**src/rtl/btb_pkg.sv**
```systemverilog
package btb_pkg;
  localparam int unsigned BTB_PC_W  = 32;
  localparam int unsigned BTB_IDX_W = 4;
  localparam int unsigned BTB_OFF_W = 16;

  // Kind of table write a resolved branch causes
  typedef enum logic [1:0] {
    WR_NONE    = 2'd0,
    WR_REFRESH = 2'd1,
    WR_ALLOC   = 2'd2
  } wr_kind_e;
endpackage

```
**src/rtl/btb_table.sv**
```systemverilog
module btb_table #(
  parameter int unsigned IDX_W = 4,
  parameter int unsigned TAG_W = 26,
  parameter int unsigned OFF_W = 16
) (
  input  logic             clk,
  input  logic             rst_n,
  // fetch read port
  input  logic [IDX_W-1:0] rd_idx,
  output logic             rd_valid,
  output logic [TAG_W-1:0] rd_tag,
  output logic             rd_taken,
  output logic [OFF_W-1:0] rd_off,
  // resolve probe port
  input  logic [IDX_W-1:0] pr_idx,
  output logic             pr_valid,
  output logic [TAG_W-1:0] pr_tag,
  // write port
  input  logic             wr_en,
  input  logic [IDX_W-1:0] wr_idx,
  input  logic [TAG_W-1:0] wr_tag,
  input  logic             wr_taken,
  input  logic [OFF_W-1:0] wr_off
);
  localparam int unsigned ENTRIES = 1 << IDX_W;

  logic             vld_q [ENTRIES];
  logic [TAG_W-1:0] tag_q [ENTRIES];
  logic             dir_q [ENTRIES];
  logic [OFF_W-1:0] off_q [ENTRIES];

  for (genvar e = 0; e < ENTRIES; e++) begin : g_slot
    logic sel;
    assign sel = wr_en && (wr_idx == IDX_W'(e));

    always_ff @(posedge clk or negedge rst_n) begin
      if (!rst_n)   vld_q[e] <= 1'b0;
      else if (sel) vld_q[e] <= 1'b1;
    end

    always_ff @(posedge clk) begin
      if (sel) begin
        tag_q[e] <= wr_tag;
        dir_q[e] <= wr_taken;
        off_q[e] <= wr_off;
      end
    end
  end

  // Reads come from registers, so a same-cycle write is not visible yet
  always_comb begin
    rd_valid = vld_q[rd_idx];
    rd_tag   = tag_q[rd_idx];
    rd_taken = dir_q[rd_idx];
    rd_off   = off_q[rd_idx];
    pr_valid = vld_q[pr_idx];
    pr_tag   = tag_q[pr_idx];
  end
endmodule

```
**src/rtl/btb_lookup.sv**
```systemverilog
module btb_lookup #(
  parameter int unsigned PC_W  = 32,
  parameter int unsigned IDX_W = 4,
  parameter int unsigned OFF_W = 16,
  localparam int unsigned TAG_W = PC_W - IDX_W - 2
) (
  input  logic             fetch_valid,
  input  logic [PC_W-1:0]  fetch_pc,
  input  logic             rd_valid,
  input  logic [TAG_W-1:0] rd_tag,
  input  logic             rd_taken,
  input  logic [OFF_W-1:0] rd_off,
  output logic             hit,
  output logic             taken,
  output logic [PC_W-1:0]  pred_pc
);
  logic [PC_W-1:0] disp;

  assign disp    = {{(PC_W-OFF_W){rd_off[OFF_W-1]}}, rd_off};
  assign hit     = fetch_valid && rd_valid && (rd_tag == fetch_pc[PC_W-1:IDX_W+2]);
  assign taken   = hit && rd_taken;
  assign pred_pc = taken ? (fetch_pc + disp) : (fetch_pc + PC_W'(4));
endmodule

```
**src/rtl/btb_resolve.sv**
```systemverilog
module btb_resolve
  import btb_pkg::*;
#(
  parameter int unsigned PC_W  = 32,
  parameter int unsigned IDX_W = 4,
  parameter int unsigned OFF_W = 16,
  localparam int unsigned TAG_W = PC_W - IDX_W - 2
) (
  input  logic             resolve_valid,
  input  logic [PC_W-1:0]  resolve_pc,
  input  logic             resolve_taken,
  input  logic [OFF_W-1:0] resolve_off,
  input  logic             resolve_pred_taken,
  input  logic [OFF_W-1:0] resolve_pred_off,
  input  logic             pr_valid,
  input  logic [TAG_W-1:0] pr_tag,
  output logic             mispredict,
  output logic [PC_W-1:0]  fix_pc,
  output logic             wr_en,
  output logic [IDX_W-1:0] wr_idx,
  output logic [TAG_W-1:0] wr_tag,
  output logic             wr_taken,
  output logic [OFF_W-1:0] wr_off
);
  logic     dir_wrong, tgt_wrong, present;
  wr_kind_e kind;
  logic [PC_W-1:0] disp;

  assign disp      = {{(PC_W-OFF_W){resolve_off[OFF_W-1]}}, resolve_off};
  assign dir_wrong = resolve_pred_taken != resolve_taken;
  assign tgt_wrong = resolve_taken && resolve_pred_taken && (resolve_pred_off != resolve_off);
  assign mispredict = resolve_valid && (dir_wrong || tgt_wrong);
  assign fix_pc    = resolve_taken ? (resolve_pc + disp) : (resolve_pc + PC_W'(4));

  assign present = pr_valid && (pr_tag == resolve_pc[PC_W-1:IDX_W+2]);

  always_comb begin
    kind = WR_NONE;
    if (resolve_valid) begin
      if (present)            kind = WR_REFRESH;
      else if (resolve_taken) kind = WR_ALLOC;
    end
  end

  assign wr_en    = kind != WR_NONE;
  assign wr_idx   = resolve_pc[IDX_W+1:2];
  assign wr_tag   = resolve_pc[PC_W-1:IDX_W+2];
  assign wr_taken = resolve_taken;
  assign wr_off   = resolve_off;
endmodule

```
**src/rtl/branch_target_buf.sv**
```systemverilog
module branch_target_buf #(
  parameter int unsigned PC_W  = btb_pkg::BTB_PC_W,
  parameter int unsigned IDX_W = btb_pkg::BTB_IDX_W,
  parameter int unsigned OFF_W = btb_pkg::BTB_OFF_W
) (
  input  logic             clk,
  input  logic             rst_n,
  input  logic             fetch_valid,
  input  logic [PC_W-1:0]  fetch_pc,
  output logic             pred_hit,
  output logic             pred_taken,
  output logic [PC_W-1:0]  next_pc,
  input  logic             resolve_valid,
  input  logic [PC_W-1:0]  resolve_pc,
  input  logic             resolve_taken,
  input  logic [OFF_W-1:0] resolve_off,
  input  logic             resolve_pred_taken,
  input  logic [OFF_W-1:0] resolve_pred_off,
  output logic             flush,
  output logic [PC_W-1:0]  redirect_pc
);
  localparam int unsigned TAG_W = PC_W - IDX_W - 2;

  logic             rd_valid, rd_taken, pr_valid;
  logic [TAG_W-1:0] rd_tag, pr_tag;
  logic [OFF_W-1:0] rd_off;
  logic             wr_en, wr_taken;
  logic [IDX_W-1:0] wr_idx;
  logic [TAG_W-1:0] wr_tag;
  logic [OFF_W-1:0] wr_off;
  logic [PC_W-1:0]  pred_pc;

  btb_table #(.IDX_W(IDX_W), .TAG_W(TAG_W), .OFF_W(OFF_W)) u_table (
    .clk      (clk),
    .rst_n    (rst_n),
    .rd_idx   (fetch_pc[IDX_W+1:2]),
    .rd_valid (rd_valid),
    .rd_tag   (rd_tag),
    .rd_taken (rd_taken),
    .rd_off   (rd_off),
    .pr_idx   (resolve_pc[IDX_W+1:2]),
    .pr_valid (pr_valid),
    .pr_tag   (pr_tag),
    .wr_en    (wr_en),
    .wr_idx   (wr_idx),
    .wr_tag   (wr_tag),
    .wr_taken (wr_taken),
    .wr_off   (wr_off)
  );

  btb_lookup #(.PC_W(PC_W), .IDX_W(IDX_W), .OFF_W(OFF_W)) u_lookup (
    .fetch_valid (fetch_valid),
    .fetch_pc    (fetch_pc),
    .rd_valid    (rd_valid),
    .rd_tag      (rd_tag),
    .rd_taken    (rd_taken),
    .rd_off      (rd_off),
    .hit         (pred_hit),
    .taken       (pred_taken),
    .pred_pc     (pred_pc)
  );

  btb_resolve #(.PC_W(PC_W), .IDX_W(IDX_W), .OFF_W(OFF_W)) u_resolve (
    .resolve_valid      (resolve_valid),
    .resolve_pc         (resolve_pc),
    .resolve_taken      (resolve_taken),
    .resolve_off        (resolve_off),
    .resolve_pred_taken (resolve_pred_taken),
    .resolve_pred_off   (resolve_pred_off),
    .pr_valid           (pr_valid),
    .pr_tag             (pr_tag),
    .mispredict         (flush),
    .fix_pc             (redirect_pc),
    .wr_en              (wr_en),
    .wr_idx             (wr_idx),
    .wr_tag             (wr_tag),
    .wr_taken           (wr_taken),
    .wr_off             (wr_off)
  );

  // A mispredict outranks the fresh guess
  assign next_pc = flush ? redirect_pc : pred_pc;
endmodule

```
**config.mk**
```make
export PLATFORM = sky130hd
export DESIGN_NAME = branch_target_buf
export DESIGN_NICKNAME = d
export VERILOG_FILES = /design/src/rtl/btb_pkg.sv /design/src/rtl/btb_table.sv /design/src/rtl/btb_lookup.sv /design/src/rtl/btb_resolve.sv /design/src/rtl/branch_target_buf.sv
export SDC_FILE = /design/constraint.sdc
export NUM_CORES = 1
export LEC_CHECK = 0
export BUFFER_PORTS_ARGS = -buffer_cell sky130_fd_sc_hd__clkbuf_2
export CAP_MARGIN = 20
export CORE_MARGIN = 2
export CORE_UTILIZATION = 40
export DETAILED_ROUTE_END_ITERATION = 16
export GPL_TIMING_DRIVEN = 0
export PLACE_DENSITY = 0.63
export SKIP_CTS_REPAIR_TIMING = 1
export SLEW_MARGIN = 40
export SYNTH_ARGS = -nofsm -noshare
export SYNTH_HDL_FRONTEND = slang
export SYNTH_SLANG_ARGS = --single-unit
```
**constraint.sdc**
```tcl
create_clock -name clk -period 18.3 [get_ports clk]
set_input_delay 1.83 -clock clk [delete_from_list [all_inputs] [get_ports clk]]
set_output_delay 1.83 -clock clk [all_outputs]
set_load 0.05 [all_outputs]
```
=== Word-level counts from Yosys, hierarchy flattened ===
Memory sizes are Yosys's and may differ from the RTL's.
Index checks and enable logic that the tools add are counted.

* Flip-flop bits (word level): 16
* Output and inout port bits: 67
* Input port bits: 102
* RAM bits: 688
* Memories: 3

{| class="wikitable"
|+ Memories
! name !! words !! width !! read ports !! clocked after memory_dff !! wr ports !! line !! source
|-
| u_table.tag_q || 16 || 26 || 2 || 0 || 1 || btb_table.sv:28 || <nowiki>logic [TAG_W-1:0] tag_q [ENTRIES];</nowiki>
|-
| u_table.off_q || 16 || 16 || 1 || 0 || 1 || btb_table.sv:30 || <nowiki>logic [OFF_W-1:0] off_q [ENTRIES];</nowiki>
|-
| u_table.dir_q || 16 || 1 || 1 || 0 || 1 || btb_table.sv:29 || <nowiki>logic dir_q [ENTRIES];</nowiki>
|}

* Bitwise logic cells: 2
* Equality and inequality tests: 19
* Reductions and logical operators: 71
* Add/subtract/negate cells: 4
* Mux-type cells: 179
* Order comparisons: 2

{| class="wikitable"
|+ Operators by type and width
! cell !! number
|-
| two-way mux 26 bit || 15
|-
| OR reduction 26 bit || 15
|-
| two-way mux 16 bit || 15
|-
| OR reduction 16 bit || 15
|-
| two-way mux 4 bit || 45
|-
| two-way mux 1 bit || 96
|-
| two-way mux 32 bit || 3
|-
| adder 32 x 3 -> 32 bit (second input constant) || 2
|-
| adder 32 bit || 2
|-
| equality test 26 bit || 2
|-
| equality test 4 bit (second input constant) || 8
|-
| logical AND 1 bit || 23
|-
| equality test 4 x 3 -> 1 bit (second input constant) || 4
|-
| != test 16 bit || 1
|-
| OR reduction 1 bit || 15
|-
| >= comparator 5 bit (second input constant) || 2
|-
| inverter 4 -> 5 bit || 2
|-
| binary-select mux 1 bit (select 4 bit) || 2
|-
| equality test 4 x 2 -> 1 bit (second input constant) || 2
|-
| two-way mux 2 bit || 3
|-
| equality test 4 x 1 -> 1 bit (second input constant) || 1
|-
| logical NOT 4 bit || 1
|-
| nonzero test 2 bit || 1
|-
| logical OR 1 bit || 1
|-
| != test 1 bit || 1
|}

=== Longest topological paths before layout ===
* Depth in word-level cells: 27
* Depth in mapped cells: 22

=== Cells and area by module ===
A second synthesis with hierarchy kept.

* Cells, all modules: 2310
* Area, all modules: 36493.8 sq um

{| class="wikitable"
|+ Modules (own cells, without submodules)
! module !! cells an instance !! times used !! seq. area each (sq um) !! area each (sq um)
|-
| btb_table || 1342 || 1 || 21060.2 || 29534.6
|-
| btb_resolve || 506 || 1 || 0.0 || 3624.7
|-
| btb_lookup || 426 || 1 || 0.0 || 2790.2
|-
| branch_target_buf || 36 || 1 || 0.0 || 544.3
|}

=== Worst setup path after synthesis ===
OpenSTA, ideal clock, no wires.

* Path kind: input-to-output
* Start point: input fetch_pc[2]
* End point: output next_pc[30]
* Arrival: 7.547 ns
* Setup slack: 8.923 ns
* Cell stages on the path: 20
* Data required time: 16.470 ns
* Buffers on the path: 7
* Cells stage by stage: buf_6 buf_8 buf_6 buf_4 buf_2 buf_2 buf_2 mux4_2 mux4_2 ha_1 nor2b_1 o2111ai_1 and3_1 o31a_1 or3_1 a21o_1 a21oi_1 o21ai_0 and4_1 o31ai_1

* Cells in the longest elaborated chain, start to end: 9
* Elaborated cells between the ends (all ways): 15
* Those cells by class: add/sub: 2; eq/ne: 1; mux: 5; bitwise: 1; reduce/logical: 3; memory: 3

{| class="wikitable"
|+ Ends and longest elaborated chain
! item !! line !! source
|-
| start, declared || branch_target_buf.sv:9 || <nowiki>input logic [PC_W-1:0] fetch_pc,</nowiki>
|-
| branches (longest 7 deep; another with adder 32 bit) || -- ||
|-
| two-way mux 32 bit * || btb_lookup.sv:22 || <nowiki>assign pred_pc = taken ? (fetch_pc + disp) : (fetch_pc + PC_W'(4));</nowiki>
|-
| two-way mux 32 bit * || branch_target_buf.sv:82 || <nowiki>assign next_pc = flush ? redirect_pc : pred_pc;</nowiki>
|-
| end, declared || branch_target_buf.sv:12 || <nowiki>output logic [PC_W-1:0] next_pc,</nowiki>
|}

Every way passes the cells marked *. The select of a mux whose other input is x is not followed.

=== Final worst setup path ===
* Start point: input fetch_pc[2]
* End point: output next_pc[29]

The elaborated chain is that of the path after synthesis.

==> results.md <==
* Mapped Area at 36700 um2
* Maximum clock path buffer count at 3
* Register area share after synthesis at 0.574
* P per Cell Area at 92.5 nW/um2
* Seq cells post-synth at 704
* Crit path max-delay family: buffers and inverters
* Number of global-route vias before repair at 24994
* Number of enable flip-flop cells after synthesis at 688
* Worst setup SP type: input pin
* Max-slew violations at 0
* Crit-path most repeated cell: buf_2
* Final instance area at 43000 um2
* Antenna Nets Post-Route at 0
* Final Hold Viols at 0
* Setup tns final at 0 ns
* GRT overflow at 0
* Commonest cells after routing, fill and taps aside: edfxtp_1, mux4_2, clkbuf_2
* Die ar. at 94200 um2
* Syn Nets at 2475
* Final Instance Count excl. Fillers at 3894
* First-pass GRT wire length at 193000 um
* Worst setup path endpoint: next_pc[29]
* Outcome: complete, no violations
* Drt drc at 0
* RSZ-0062 raised after global routing: false
* Routed via count at 25204
* Ys Warns at 0
* Initial Utilization at 0.402
* Achievable Freq at 86.5 MHz
* Total CTS buffers at 76
* R2R Setup Slk at 13.18 ns
* Required @ worst endpoint at 16.47 ns
* Gate Count Post-Synth at 2303
* Yosys cell types at 87
* Number of clock sinks at 704
* Inst Count DP at 3749
* Hold crit path type: register to register
* Post-route minimum period at 11.56 ns
* Layout fillers at 7710
* Critical path buffers and inverters at 9
* CP max stage delay at 0.67 ns
* Reg-to-Reg Start: u_table.tag_q[5][13]
* Main flop type after synthesis: edfxtp_1
* Die width at 307 um
* Final setup violation count at 0
* Ports at 169
* CP endpoint kind: output pin
* Share of layout cells above drive strength 1 at 0.304
* Clock latency at the later pin of the worst-skew pair at 0.65 ns
* Worst r2r dst: u_table.tag_q[1][9]
* Crit path launch: fetch_pc[2]
* Crit. path cell count at 22
* Gr usage total at 0.294
* Core ar. at 91200 um2
* Routed length per instance at 35.7 um
* Row count at 111
* DR pass1 iterations at 6
* P&R area growth vs syn at 17.1%
* Max-cap violations at 0
* Largest net degree at the start of global routing at 35
* Antenna violations before repair at 9
* Vias per cell at 6.47
* Layout Nets at 2813
* CTS tree: yes
* Port-buffer cells at 167
* Final Skew at 0.0431 ns
* Iter 0 DRT Violations at 3453
* Crit Path Category: input pin to output pin
* Crit share post-route at 0.631
* Critical path's slowest cell: a211oi_1
* Maximum vdd drop at 0.0000658 V
* Area post-placement at 40600 um2
* Slew @ Worst Pin at 0.957 ns
* Slew HR at 0.362
* Crit Path Max Fanout at 10
* Syn Area/Cell at 15.9 um2
* Clock-pin slew on the worst setup and hold paths at 0.06 ns
* Pleak at 14.8 nW
* Most common cell after layout, fill and taps aside: edfxtp_1
* WP data arrival at 9.73 ns
* Final HPWL DP at 104000 um
* FFs w/ async S/R, synth at 0.0227
* Root buffer cell: clkbuf_16
* R2R depth at 12
* CTS H-tree depth at 3
* Chip height at 307 um
* Routed Wire Length at 139000 um
* GP Congestion at 0.983
* Crit-path cells: clkbuf_2, buf_6, buf_8, buf_6, buf_4, buf_2, buf_2, buf_2, mux4_2, mux4_2, ha_1, a211o_1, a211oi_1, nor4_2, nor2_1, o2111ai_1, a211oi_1, o21ai_0, xnor2_1, mux2i_1, mux2_4, clkbuf_2
area by class of cell:
| cell class | instances | area (um2) | share of cell area |
|---|---|---|---|
| timing repair buffer | 260 | 2250 | 0.0523 |
| antenna | 4 | 10.0 | 0.000233 |
| clock buffer | 95 | 1990 | 0.0464 |
| inverter | 42 | 158 | 0.00367 |
| multi-input combinational | 1435 | 14900 | 0.348 |
| tap | 1186 | 1480 | 0.0345 |
| sequential | 704 | 21100 | 0.490 |
| clock inverter | 46 | 388 | 0.00903 |
| buffer | 122 | 686 | 0.0160 |
synth_stat cells (21+ instances only):
master / count / area (um2)
edfxtp_1: 688 / 20700
mux4_2: 282 / 6350
mux2i_1: 126 / 1260
nand2_1: 110 / 413
nor2_1: 100 / 375
xor2_1: 87 / 762
a21oi_1: 78 / 390
xnor2_1: 74 / 648
ha_1: 68 / 851
o21ai_0: 55 / 275
clkbuf_1: 53 / 199
mux2_2: 42 / 473
inv_1: 41 / 154
nand3_1: 37 / 185
buf_2: 34 / 170
a21o_1: 27 / 203
a22oi_1: 27 / 203
nor3_1: 26 / 130
nor4_1: 21 / 131
report_power, final:
group	internal [W]	switching, W
Combinational	0.000231	0.000437
Sequential	0.00180	0.0000130
Clock	0.000837	0.000660
worst reg2reg max path, delay by kind of cell, from the launching register on:
| kind | cells | cell delay, ns |
|---|---|---|
| buf+inv | 3 | 0.73 |
| xor+xnor | 1 | 0.22 |
| flops | 1 | 0.42 |
| compound gates | 1 | 0.52 |
| simple gates | 5 | 1.96 |
| mux | 2 | 0.97 |
how the worst min path moves through the flow:
stage	startpoint	end	slack, ns	cells past startpoint
after detailed placement	u_table.vld_q[9]	u_table.vld_q[9]	0.48	1
after global routing	u_table.vld_q[4]	u_table.vld_q[4]	0.50	1
final	u_table.vld_q[4]	u_table.vld_q[4]	0.49	1
after CTS	u_table.vld_q[4]	u_table.vld_q[4]	0.49	1
after floorplan	u_table.vld_q[14]	u_table.vld_q[14]	0.45	1
after global placement	u_table.vld_q[7]	u_table.vld_q[7]	0.47	1
flip-flops by register name, summed over array words and instances, names as in the netlist:
signal,cells
u_table.tag_q,416
u_table.vld_q,16
u_table.dir_q,16
u_table.off_q,256
cell families after synthesis:
group,synth area share
xor gates and xnor gates,0.0384
AOI/OAI and AO/OA,0.0598
adders and majority gates,0.0243
muxes,0.224
buffers and inverters,0.0224
DFF,0.574
and+or+nand+nor,0.0574
per-stage QoR:
stage	hold slack, ns	util	total power, W	setup slack, ns
finish	0.490	0.471	0.00397	6.74
global route	0.503	0.471	0.00407	6.61
CTS	0.489	0.471	0.00397	7.01
detailed placement	0.480	0.445	0.00250	7.03
global placement	0.470	0.428	0.00248	3.42
floorplan	0.449	-	0.00225	8.92
metal layers:
layer	track usage	up-vias	wire [um]
met5	0	-	51
met4	0.149	8	7980
met3	0.0643	350	13800
met2	0.472	1695	65400
met1	0.378	13066	51800
li1	-	10085	-
(Power assumes the default switching activity.)
